## src/rtl/isp_pkg.sv

```systemverilog
package isp_pkg;

    typedef enum logic [2:0] {
        OP_ENTER = 3'd0,
        OP_ERASE = 3'd1,
        OP_LOAD  = 3'd2,
        OP_WRITE = 3'd3,
        OP_READ  = 3'd4,
        OP_EXIT  = 3'd5
    } isp_op_e;

    typedef enum logic [2:0] {
        ST_IDLE,
        ST_RST_PULSE,
        ST_SETTLE,
        ST_SHIFT,
        ST_POSTWR,
        ST_FINISH
    } seq_state_e;

    localparam logic [7:0] B_PREFIX = 8'hAC;
    localparam logic [7:0] B_SYNC   = 8'h53;
    localparam logic [7:0] B_ERASE  = 8'h80;
    localparam logic [7:0] B_LOADPG = 8'h40;
    localparam logic [7:0] B_WRPG   = 8'h4C;
    localparam logic [7:0] B_RDPG   = 8'h20;
    localparam logic [7:0] B_HISEL  = 8'h08;

endpackage

```

## src/rtl/isp_page_buf.sv

```systemverilog
module isp_page_buf #(
    parameter int WORDS = 16,
    parameter int DW    = 16,
    localparam int IW   = $clog2(WORDS)
) (
    input  logic          clk,
    input  logic          we,
    input  logic [IW-1:0] widx,
    input  logic [DW-1:0] wdata,
    input  logic [IW-1:0] ridx,
    output logic [DW-1:0] rdata
);
    logic [DW-1:0] mem [WORDS];

    always_ff @(posedge clk) begin
        if (we) mem[widx] <= wdata;
    end

    assign rdata = mem[ridx];
endmodule

```

## src/rtl/isp_xfer.sv

```systemverilog
module isp_xfer #(
    parameter int HALF = 3,
    localparam int CW  = $clog2(HALF + 1)
) (
    input  logic        clk,
    input  logic        rst_n,
    input  logic        start,
    input  logic [31:0] tx,
    input  logic        miso,
    output logic        sck,
    output logic        mosi,
    output logic        busy,
    output logic        done,
    output logic [15:0] rx
);
    typedef enum logic [1:0] {XS_IDLE, XS_LOW, XS_HIGH} xs_e;

    xs_e         xs_q, xs_nx;
    logic [CW-1:0] cnt_q;
    logic [4:0]  bit_q;
    logic [31:0] sr_q;
    logic        half_end;

    assign half_end = (cnt_q == CW'(HALF - 1));

    always_comb begin
        xs_nx = xs_q;
        unique case (xs_q)
            XS_IDLE:  if (start) xs_nx = XS_LOW;
            XS_LOW:   if (half_end) xs_nx = XS_HIGH;
            XS_HIGH:  if (half_end) xs_nx = (bit_q == 5'd31) ? XS_IDLE : XS_LOW;
            default:  xs_nx = XS_IDLE;
        endcase
    end

    always_ff @(posedge clk or negedge rst_n) begin
        if (!rst_n) xs_q <= XS_IDLE;
        else        xs_q <= xs_nx;
    end

    always_ff @(posedge clk or negedge rst_n) begin
        if (!rst_n) begin
            cnt_q <= '0;
            bit_q <= '0;
            sr_q  <= '0;
            sck   <= 1'b0;
            done  <= 1'b0;
            rx    <= '0;
        end else begin
            done <= 1'b0;
            unique case (xs_q)
                XS_IDLE: begin
                    cnt_q <= '0;
                    bit_q <= '0;
                    if (start) sr_q <= tx;
                end
                XS_LOW: begin
                    if (half_end) begin
                        cnt_q <= '0;
                        sck   <= 1'b1;
                    end else cnt_q <= cnt_q + 1'b1;
                end
                XS_HIGH: begin
                    if (half_end) begin
                        cnt_q <= '0;
                        sck   <= 1'b0;
                        rx    <= {rx[14:0], miso};
                        sr_q  <= {sr_q[30:0], 1'b0};
                        bit_q <= bit_q + 1'b1;
                        if (bit_q == 5'd31) done <= 1'b1;
                    end else cnt_q <= cnt_q + 1'b1;
                end
                default: ;
            endcase
        end
    end

    assign mosi = sr_q[31];
    assign busy = (xs_q != XS_IDLE);

    // Phase-length checkers
    logic [15:0] hi_run, lo_run;
    always_ff @(posedge clk or negedge rst_n) begin
        if (!rst_n) begin
            hi_run <= '0;
            lo_run <= '0;
        end else begin
            hi_run <= sck ? ((hi_run == 16'hFFFF) ? hi_run : hi_run + 1'b1) : 16'd0;
            lo_run <= !sck ? ((lo_run == 16'hFFFF) ? lo_run : lo_run + 1'b1) : 16'd0;
        end
    end

    assert_high_phase_R3: assert property (@(posedge clk) disable iff (!rst_n)
        $fell(sck) |-> (hi_run >= 16'(HALF)));
    assert_low_phase_R3: assert property (@(posedge clk) disable iff (!rst_n)
        $rose(sck) |-> (lo_run >= 16'(HALF)));
    assert_mosi_stable_R3: assert property (@(posedge clk) disable iff (!rst_n)
        (sck && $past(sck)) |-> $stable(mosi));
endmodule

```

## src/rtl/isp_host_seq.sv

```systemverilog
module isp_host_seq
    import isp_pkg::*;
#(
    parameter int HALF       = 3,
    parameter int T_RSTP     = 8,
    parameter int T_SETTLE   = 4_000_000,
    parameter int T_WRITE    = 900_000,
    parameter int MAX_TRIES  = 4,
    parameter int PAGE_WORDS = 16,
    parameter int ADDR_W     = 10,
    localparam int WW        = $clog2(PAGE_WORDS),
    localparam int TW        = $clog2(MAX_TRIES + 1)
) (
    input  logic              clk,
    input  logic              rst_n,
    input  logic              req_valid,
    input  logic [2:0]        req_op,
    input  logic [ADDR_W-1:0] req_addr,
    input  logic              req_hi,
    output logic              req_ready,
    input  logic              buf_we,
    input  logic [WW-1:0]     buf_idx,
    input  logic [15:0]       buf_data,
    output logic              done,
    output logic              err,
    output logic [7:0]        rdata,
    output logic              tgt_rst,
    output logic              sck,
    output logic              mosi,
    input  logic              miso
);
    seq_state_e        state_q, state_nx;
    isp_op_e           op_q, op_in;
    logic [ADDR_W-1:0] addr_q;
    logic              hi_q, h_q, kick_q;
    logic [WW-1:0]     w_q;
    logic [TW-1:0]     tries_q;
    logic [31:0]       cnt_q;
    logic [31:0]       tx_word;
    logic [15:0]       bd, wa, pa;
    logic              x_busy, x_done, echo_ok, last_try, t_zero;
    logic [15:0]       x_rx;

    assign op_in    = isp_op_e'(req_op);
    assign echo_ok  = (x_rx[15:8] == B_SYNC);
    assign last_try = (tries_q == TW'(MAX_TRIES - 1));
    assign t_zero   = (cnt_q == 32'd0);

    isp_page_buf #(.WORDS(PAGE_WORDS), .DW(16)) u_buf (
        .clk(clk), .we(buf_we), .widx(buf_idx), .wdata(buf_data),
        .ridx(w_q), .rdata(bd)
    );

    isp_xfer #(.HALF(HALF)) u_xfer (
        .clk(clk), .rst_n(rst_n), .start(kick_q), .tx(tx_word), .miso(miso),
        .sck(sck), .mosi(mosi), .busy(x_busy), .done(x_done), .rx(x_rx)
    );

    // Instruction builder
    assign wa = 16'(addr_q);
    assign pa = wa & ~16'(PAGE_WORDS - 1);
    always_comb begin
        unique case (op_q)
            OP_ENTER: tx_word = {B_PREFIX, B_SYNC, 16'h0000};
            OP_ERASE: tx_word = {B_PREFIX, B_ERASE, 16'h0000};
            OP_LOAD:  tx_word = {B_LOADPG | (h_q ? B_HISEL : 8'h00), 8'h00, 8'(w_q),
                                 h_q ? bd[15:8] : bd[7:0]};
            OP_WRITE: tx_word = {B_WRPG, pa, 8'h00};
            OP_READ:  tx_word = {B_RDPG | (hi_q ? B_HISEL : 8'h00), wa, 8'h00};
            default:  tx_word = 32'h0;
        endcase
    end

    always_comb begin
        state_nx = state_q;
        unique case (state_q)
            ST_IDLE: if (req_valid) begin
                if (op_in == OP_ENTER) state_nx = ST_RST_PULSE;
                else if (op_in == OP_ERASE || op_in == OP_LOAD ||
                         op_in == OP_WRITE || op_in == OP_READ) state_nx = ST_SHIFT;
                else state_nx = ST_FINISH;
            end
            ST_RST_PULSE: if (t_zero) state_nx = ST_SETTLE;
            ST_SETTLE:    if (t_zero) state_nx = ST_SHIFT;
            ST_SHIFT: if (x_done) begin
                case (op_q)
                    OP_ENTER: state_nx = (echo_ok || last_try) ? ST_FINISH : ST_RST_PULSE;
                    OP_ERASE, OP_WRITE: state_nx = ST_POSTWR;
                    OP_LOAD: state_nx = (h_q && w_q == WW'(PAGE_WORDS - 1)) ? ST_FINISH : ST_SHIFT;
                    default: state_nx = ST_FINISH;
                endcase
            end
            ST_POSTWR: if (t_zero) state_nx = ST_FINISH;
            ST_FINISH: state_nx = ST_IDLE;
            default:   state_nx = ST_IDLE;
        endcase
    end

    always_ff @(posedge clk or negedge rst_n) begin
        if (!rst_n) state_q <= ST_IDLE;
        else        state_q <= state_nx;
    end

    always_ff @(posedge clk or negedge rst_n) begin
        if (!rst_n) begin
            op_q <= OP_ENTER; addr_q <= '0; hi_q <= 1'b0; h_q <= 1'b0;
            w_q <= '0; tries_q <= '0; cnt_q <= '0; kick_q <= 1'b0;
            done <= 1'b0; err <= 1'b0; rdata <= '0; tgt_rst <= 1'b0;
        end else begin
            done   <= (state_nx == ST_FINISH);
            kick_q <= (state_nx == ST_SHIFT) && (state_q != ST_SHIFT || x_done);
            err    <= 1'b0;
            unique case (state_q)
                ST_IDLE: if (req_valid) begin
                    op_q <= op_in; addr_q <= req_addr; hi_q <= req_hi;
                    tries_q <= '0; w_q <= '0; h_q <= 1'b0;
                    if (op_in == OP_ENTER) begin
                        tgt_rst <= 1'b1;
                        cnt_q   <= 32'(T_RSTP - 1);
                    end else if (op_in == OP_EXIT) tgt_rst <= 1'b1;
                end
                ST_RST_PULSE: if (t_zero) begin
                    tgt_rst <= 1'b0;
                    cnt_q   <= 32'(T_SETTLE - 1);
                end else cnt_q <= cnt_q - 1'b1;
                ST_SETTLE: if (!t_zero) cnt_q <= cnt_q - 1'b1;
                ST_SHIFT: if (x_done) begin
                    case (op_q)
                        OP_ENTER: if (!echo_ok) begin
                            tries_q <= tries_q + 1'b1;
                            if (last_try) err <= 1'b1;
                            else begin
                                tgt_rst <= 1'b1;
                                cnt_q   <= 32'(T_RSTP - 1);
                            end
                        end
                        OP_ERASE, OP_WRITE: cnt_q <= 32'(T_WRITE - 1);
                        OP_LOAD: begin
                            h_q <= !h_q;
                            if (h_q) w_q <= w_q + 1'b1;
                        end
                        OP_READ: rdata <= x_rx[7:0];
                        default: ;
                    endcase
                end
                ST_POSTWR: if (!t_zero) cnt_q <= cnt_q - 1'b1;
                ST_FINISH: ;
                default: ;
            endcase
        end
    end

    assign req_ready = (state_q == ST_IDLE);

    assert_sck_in_reset_R12: assert property (@(posedge clk) disable iff (!rst_n)
        sck |-> !tgt_rst);
    assert_done_pulse_R13: assert property (@(posedge clk) disable iff (!rst_n)
        done |=> (!done && req_ready));
    assert_err_with_done_R6: assert property (@(posedge clk) disable iff (!rst_n)
        err |-> done);
    assert_quiet_write_R8: assert property (@(posedge clk) disable iff (!rst_n)
        (state_q == ST_POSTWR) |-> (!sck && !x_busy));
    assert_no_shift_settle_R2: assert property (@(posedge clk) disable iff (!rst_n)
        (state_q == ST_SETTLE || state_q == ST_RST_PULSE) |-> !x_busy);
endmodule

```

## config.mk

```make
export PLATFORM = sky130hd
export DESIGN_NAME = isp_host_seq
export DESIGN_NICKNAME = d
export VERILOG_FILES = /design/src/rtl/isp_pkg.sv /design/src/rtl/isp_page_buf.sv /design/src/rtl/isp_xfer.sv /design/src/rtl/isp_host_seq.sv
export SDC_FILE = /design/constraint.sdc
export NUM_CORES = 1
export LEC_CHECK = 0
export ABC_AREA = 1
export BUFFER_PORTS_ARGS = -buffer_cell sky130_fd_sc_hd__clkbuf_2
export CELL_PAD_IN_SITES_DETAIL_PLACEMENT = 0
export CELL_PAD_IN_SITES_GLOBAL_PLACEMENT = 1
export CORE_MARGIN = 2
export CORE_UTILIZATION = 30
export CTS_CLUSTER_DIAMETER = 200
export CTS_CLUSTER_SIZE = 40
export DETAILED_ROUTE_END_ITERATION = 7
export PLACE_DENSITY = 0.57
export SLEW_MARGIN = 10
export SYNTH_ARGS = -nofsm -noshare
export SYNTH_HDL_FRONTEND = slang
export SYNTH_SLANG_ARGS = --single-unit
```

## constraint.sdc

```tcl
create_clock -name clk -period 1.9 [get_ports clk]
set_clock_uncertainty 0.2 [all_clocks]
set_input_delay 0.19 -clock clk [delete_from_list [all_inputs] [get_ports clk]]
set_output_delay 0.19 -clock clk [all_outputs]
set_load 0.01 [all_outputs]
```

==> results.json <==
{
  "drv_cap": 0,
  "switchingPower_w": 0.002891,
  "portBuffers": 52,
  "ys_seq_area_frac": 0.6314,
  "via_per_inst": 4.669,
  "layout.nets": 2129,
  "end_kind": "flop",
  "ys_types": 45,
  "cp_max_fo": 11,
  "crit_arrival_ns": 2.24,
  "die_area_um2": 59430,
  "synth_edf_count": 256,
  "ioPinCount": 53,
  "utilization": 0.3922,
  "layout_commonest_cell": "nand2_1",
  "rsz0062_at_grt": "yes",
  "power_switching_share": 0.2153,
  "cp.required_ns": 2.18,
  "topRoutingLayerUsed": "met5",
  "hold_viol": 0,
  "layout_common_cells": "622 x nand2_1, 256 x edfxtp_1, 179 x buf_4",
  "die_h_um": 243.8,
  "met1Wirelength_um": 24550,
  "cts_buffers": 13,
  "critical_path_class": "reg -> reg",
  "instances_no_fill": 2843,
  "synth-seq-cells": 384,
  "status": "complete, but fails checks",
  "ys.flop_type": "edfxtp_1",
  "start_util": 0.3047,
  "setup_viol": 41,
  "coreArea_um2": 56600,
  "cts.clk_slew.worst_paths_ns": 0.15,
  "synth_area_per_cell_um2": 9.545,
  "p_comb_frac": 0.031,
  "wire_per_inst_um": 17.93,
  "row_count": 87,
  "synth_top_area_frac": 0.4457,
  "violations": "negative setup slack",
  "sequentialPowerShare": 0.676,
  "syn-num-nets": 1856,
  "num_antenna_cells": 0,
  "grt_pass1_vias": 12895,
  "ys.warnings.count": 0,
  "syn2layout_area_growth_pct": 28.71,
  "die_x_um": 243.8,
  "p_total_w": 0.01343,
  "grt_pass1_wl_um": 76850,
  "cp-start-kind": "flop",
  "tightest_slew_ns": 0.4632,
  "worst-path-buf-inv": 3,
  "powerDensity_nw_per_um2": 604.8,
  "post-route-cell-area_um2": 22200,
  "crit_path_frequent_cell": "nand3_1",
  "final.period_utilization": 1.030,
  "dp_hpwl_um": 32240,
  "insertion_delay_ns": 0.56,
  "maxSlewHeadroom": 0.6912,
  "cts_tree": "yes",
  "finalCriticalPeriod_ns": 1.957,
  "crit_chain": "clkinvlp_4 -> buf_12 -> clkbuf_16 -> nand3_1 -> nand3_1 -> nand3_2 -> nand2_1 -> nand2_1 -> nand3_1 -> a21oi_2",
  "drive_gt1_frac": 0.2635,
  "gr-total-overflow": 0,
  "placed_cell_area_um2": 20080,
  "power_frac_clock": 0.293,
  "ant_nets": 0,
  "power.leakage_nw": 9.375,
  "max_clock_freq_mhz": 511.0,
  "grt_usage": 0.1667,
  "clock_sinks": 384,
  "netlist_area_um2": 17250,
  "n_fill_cell": 5643,
  "worst_slack_ns": -0.05714,
  "cts_buffer_depth": 3,
  "drc": 0,
  "wirelength_um": 50980,
  "peakVddDrop_uv": 658.3,
  "dr_wl_met2_um": 23770,
  "clk_root_buffer_cell": "clkbuf_16",
  "power.internal_w": 0.01054,
  "yosys-top-cells-area": "edfxtp_1 45%, dfrtp_1 19%, nand2_1 14%",
  "gp_congestion": 0.8058,
  "firstDrtPassIters": 5,
  "drtIter0Drc": 837,
  "postSynthCellCount": 1807,
  "critPathSlowestCell": "dfrtp_2",
  "antenna_found_initial": 2,
  "maxSlewViolCount": 0,
  "dpl.cell_count": 2743,
  "worst_path_largest_cell_delay_ns": 0.50,
  "crit_family": "buffers and inverters",
  "grt_max_degree": 45,
  "synth_top_cell_by_area": "edfxtp_1",
  "wl_met3_um": 1865,
  "hold_path.class": "in -> reg",
  "vias": 13275,
  "htreeDepth": 1,
  "async_reset_ff_frac": 0.3333
}
## synthesized netlist by cell type (2+ instances only)
cell type	n
nor2_2	10
buf_1	6
or2_2	3
mux2_2	3
clkbuf_1	26
o31ai_1	5
o21ai_0	62
nand2_1	662
a22o_1	2
nand3_1	170
a22oi_1	3
buf_4	2
xnor2_1	6
edfxtp_1	256
nor2_1	140
nor2_4	3
o21bai_1	6
buf_6	5
nand4_1	15
o211ai_1	4
dfrtp_1	128
o21ai_2	6
clkinv_1	3
nand2_2	17
o22ai_1	6
inv_1	89
a31oi_1	2
xor2_1	6
inv_2	8
nor3_1	3
buf_2	35
a21oi_1	93
ha_1	10
## state kept, by name, summed over array words and instances, names as in the netlist
name          flops
u_xfer.cnt_q      2
state_q           3
kick_q            1
u_xfer.xs_q       2
cnt_q            32
done              1
rdata             8
u_xfer.done       1
u_xfer.bit_q      5
op_q              3
w_q               4
u_buf.mem       256
u_xfer.sr_q      32
addr_q           10
tries_q           3
err               1
u_xfer.sck        1
tgt_rst           1
hi_q              1
u_xfer.rx        16
h_q               1
## metrics by stage
step / hold WS, ns / TNS, ns / setup WS [ns]
after floorplan: -0.3056 / -0.001919 / -0.001919
after global placement: -0.03402 / -4.568 / -0.1916
after detailed placement: -0.03743 / -4.854 / -0.1866
after CTS: 0.1168 / -2.012 / -0.08318
after global routing: 0.1470 / -6.331 / -0.1816
final: 0.1425 / -1.333 / -0.05714
## repair_timing
item / in CTS / in global routing
resized for setup: 83 / 158
setup endpoints to repair: 46 / 83
hold buffers: 34 / 0
pin swaps: 24 / 57
buffers inserted: 19 / 14
hold endpoints to repair: 406 / 0
gates cloned: 4 / 7
## worst register-to-register path, cell delays in order, from the launching register on
cell and delay, ns:
dfrtp_2 0.50, clkinvlp_4 0.19, buf_12 0.17, clkbuf_16 0.18, nand3_1 0.09, nand3_1 0.10, nand3_2 0.13, nand2_1 0.06
nand2_1 0.05, nand3_1 0.09, a21oi_2 0.13
## final cells by class
class | instances | area (um2) | area share
Tap cell | 756 | 945.9 | 0.04261
Clock buffer | 20 | 351.6 | 0.01584
Multi-Input combinational cell | 1247 | 6310 | 0.2842
Inverter | 101 | 415.4 | 0.01871
Timing Repair Buffer | 333 | 3256 | 0.1466
Sequential cell | 384 | 10900 | 0.4908
Clock inverter | 2 | 25.02 | 0.001127
## kinds of logic (layout without fill, tap and decap cells)
family | Yosys count | in the layout | share of synthesized area
AO/OA/AOI/OAI | 194 | 194 | 0.06202
XOR/XNOR | 12 | 12 | 0.006094
adder cells (fa/ha/maj) | 10 | 10 | 0.007254
buffers and inverters | 176 | 456 | 0.04447
flip-flops | 384 | 384 | 0.6314
multiplexers | 3 | 3 | 0.001959
AND/OR/NAND/NOR | 1028 | 1028 | 0.2468
## power by group through the flow
stage	clock network, W	registers [W]	logic, W
6_report	0.00394	0.00907	0.000418
3_5_place_dp	0	0.00925	0.000359
4_1_cts	0.00409	0.00907	0.000422
3_3_place_gp	0	0.00925	0.000354
2_1_floorplan	0	0.00925	0.0000850
5_1_grt	0.00435	0.00908	0.000466
## per-layer routing
metal / vias to the layer above / global-route usage
li1: 6545 / -
met1: 6478 / 0.2378
met2: 211 / 0.2753
met3: 37 / 0.02104
met4: 4 / 0.02672
met5: - / 0
## worst paths after layout
check	startpoint	end	slack, ns	depth (start not counted)
hold reg to reg	u_xfer.sr_q[30]	u_xfer.sr_q[30]	0.31	2
setup reg to reg	w_q[1]	u_xfer.sr_q[4]	-0.06	10
setup / recovery	w_q[1]	u_xfer.sr_q[4]	-0.06	10
hold / removal	buf_idx[0]	u_buf.mem[5][2]	0.14	4
min in group asynchronous	rst_n	rdata[3]	0.47	3
max in group asynchronous	rst_n	addr_q[3]	0.47	4
Note: power is estimated with default switching activity, not from simulation.
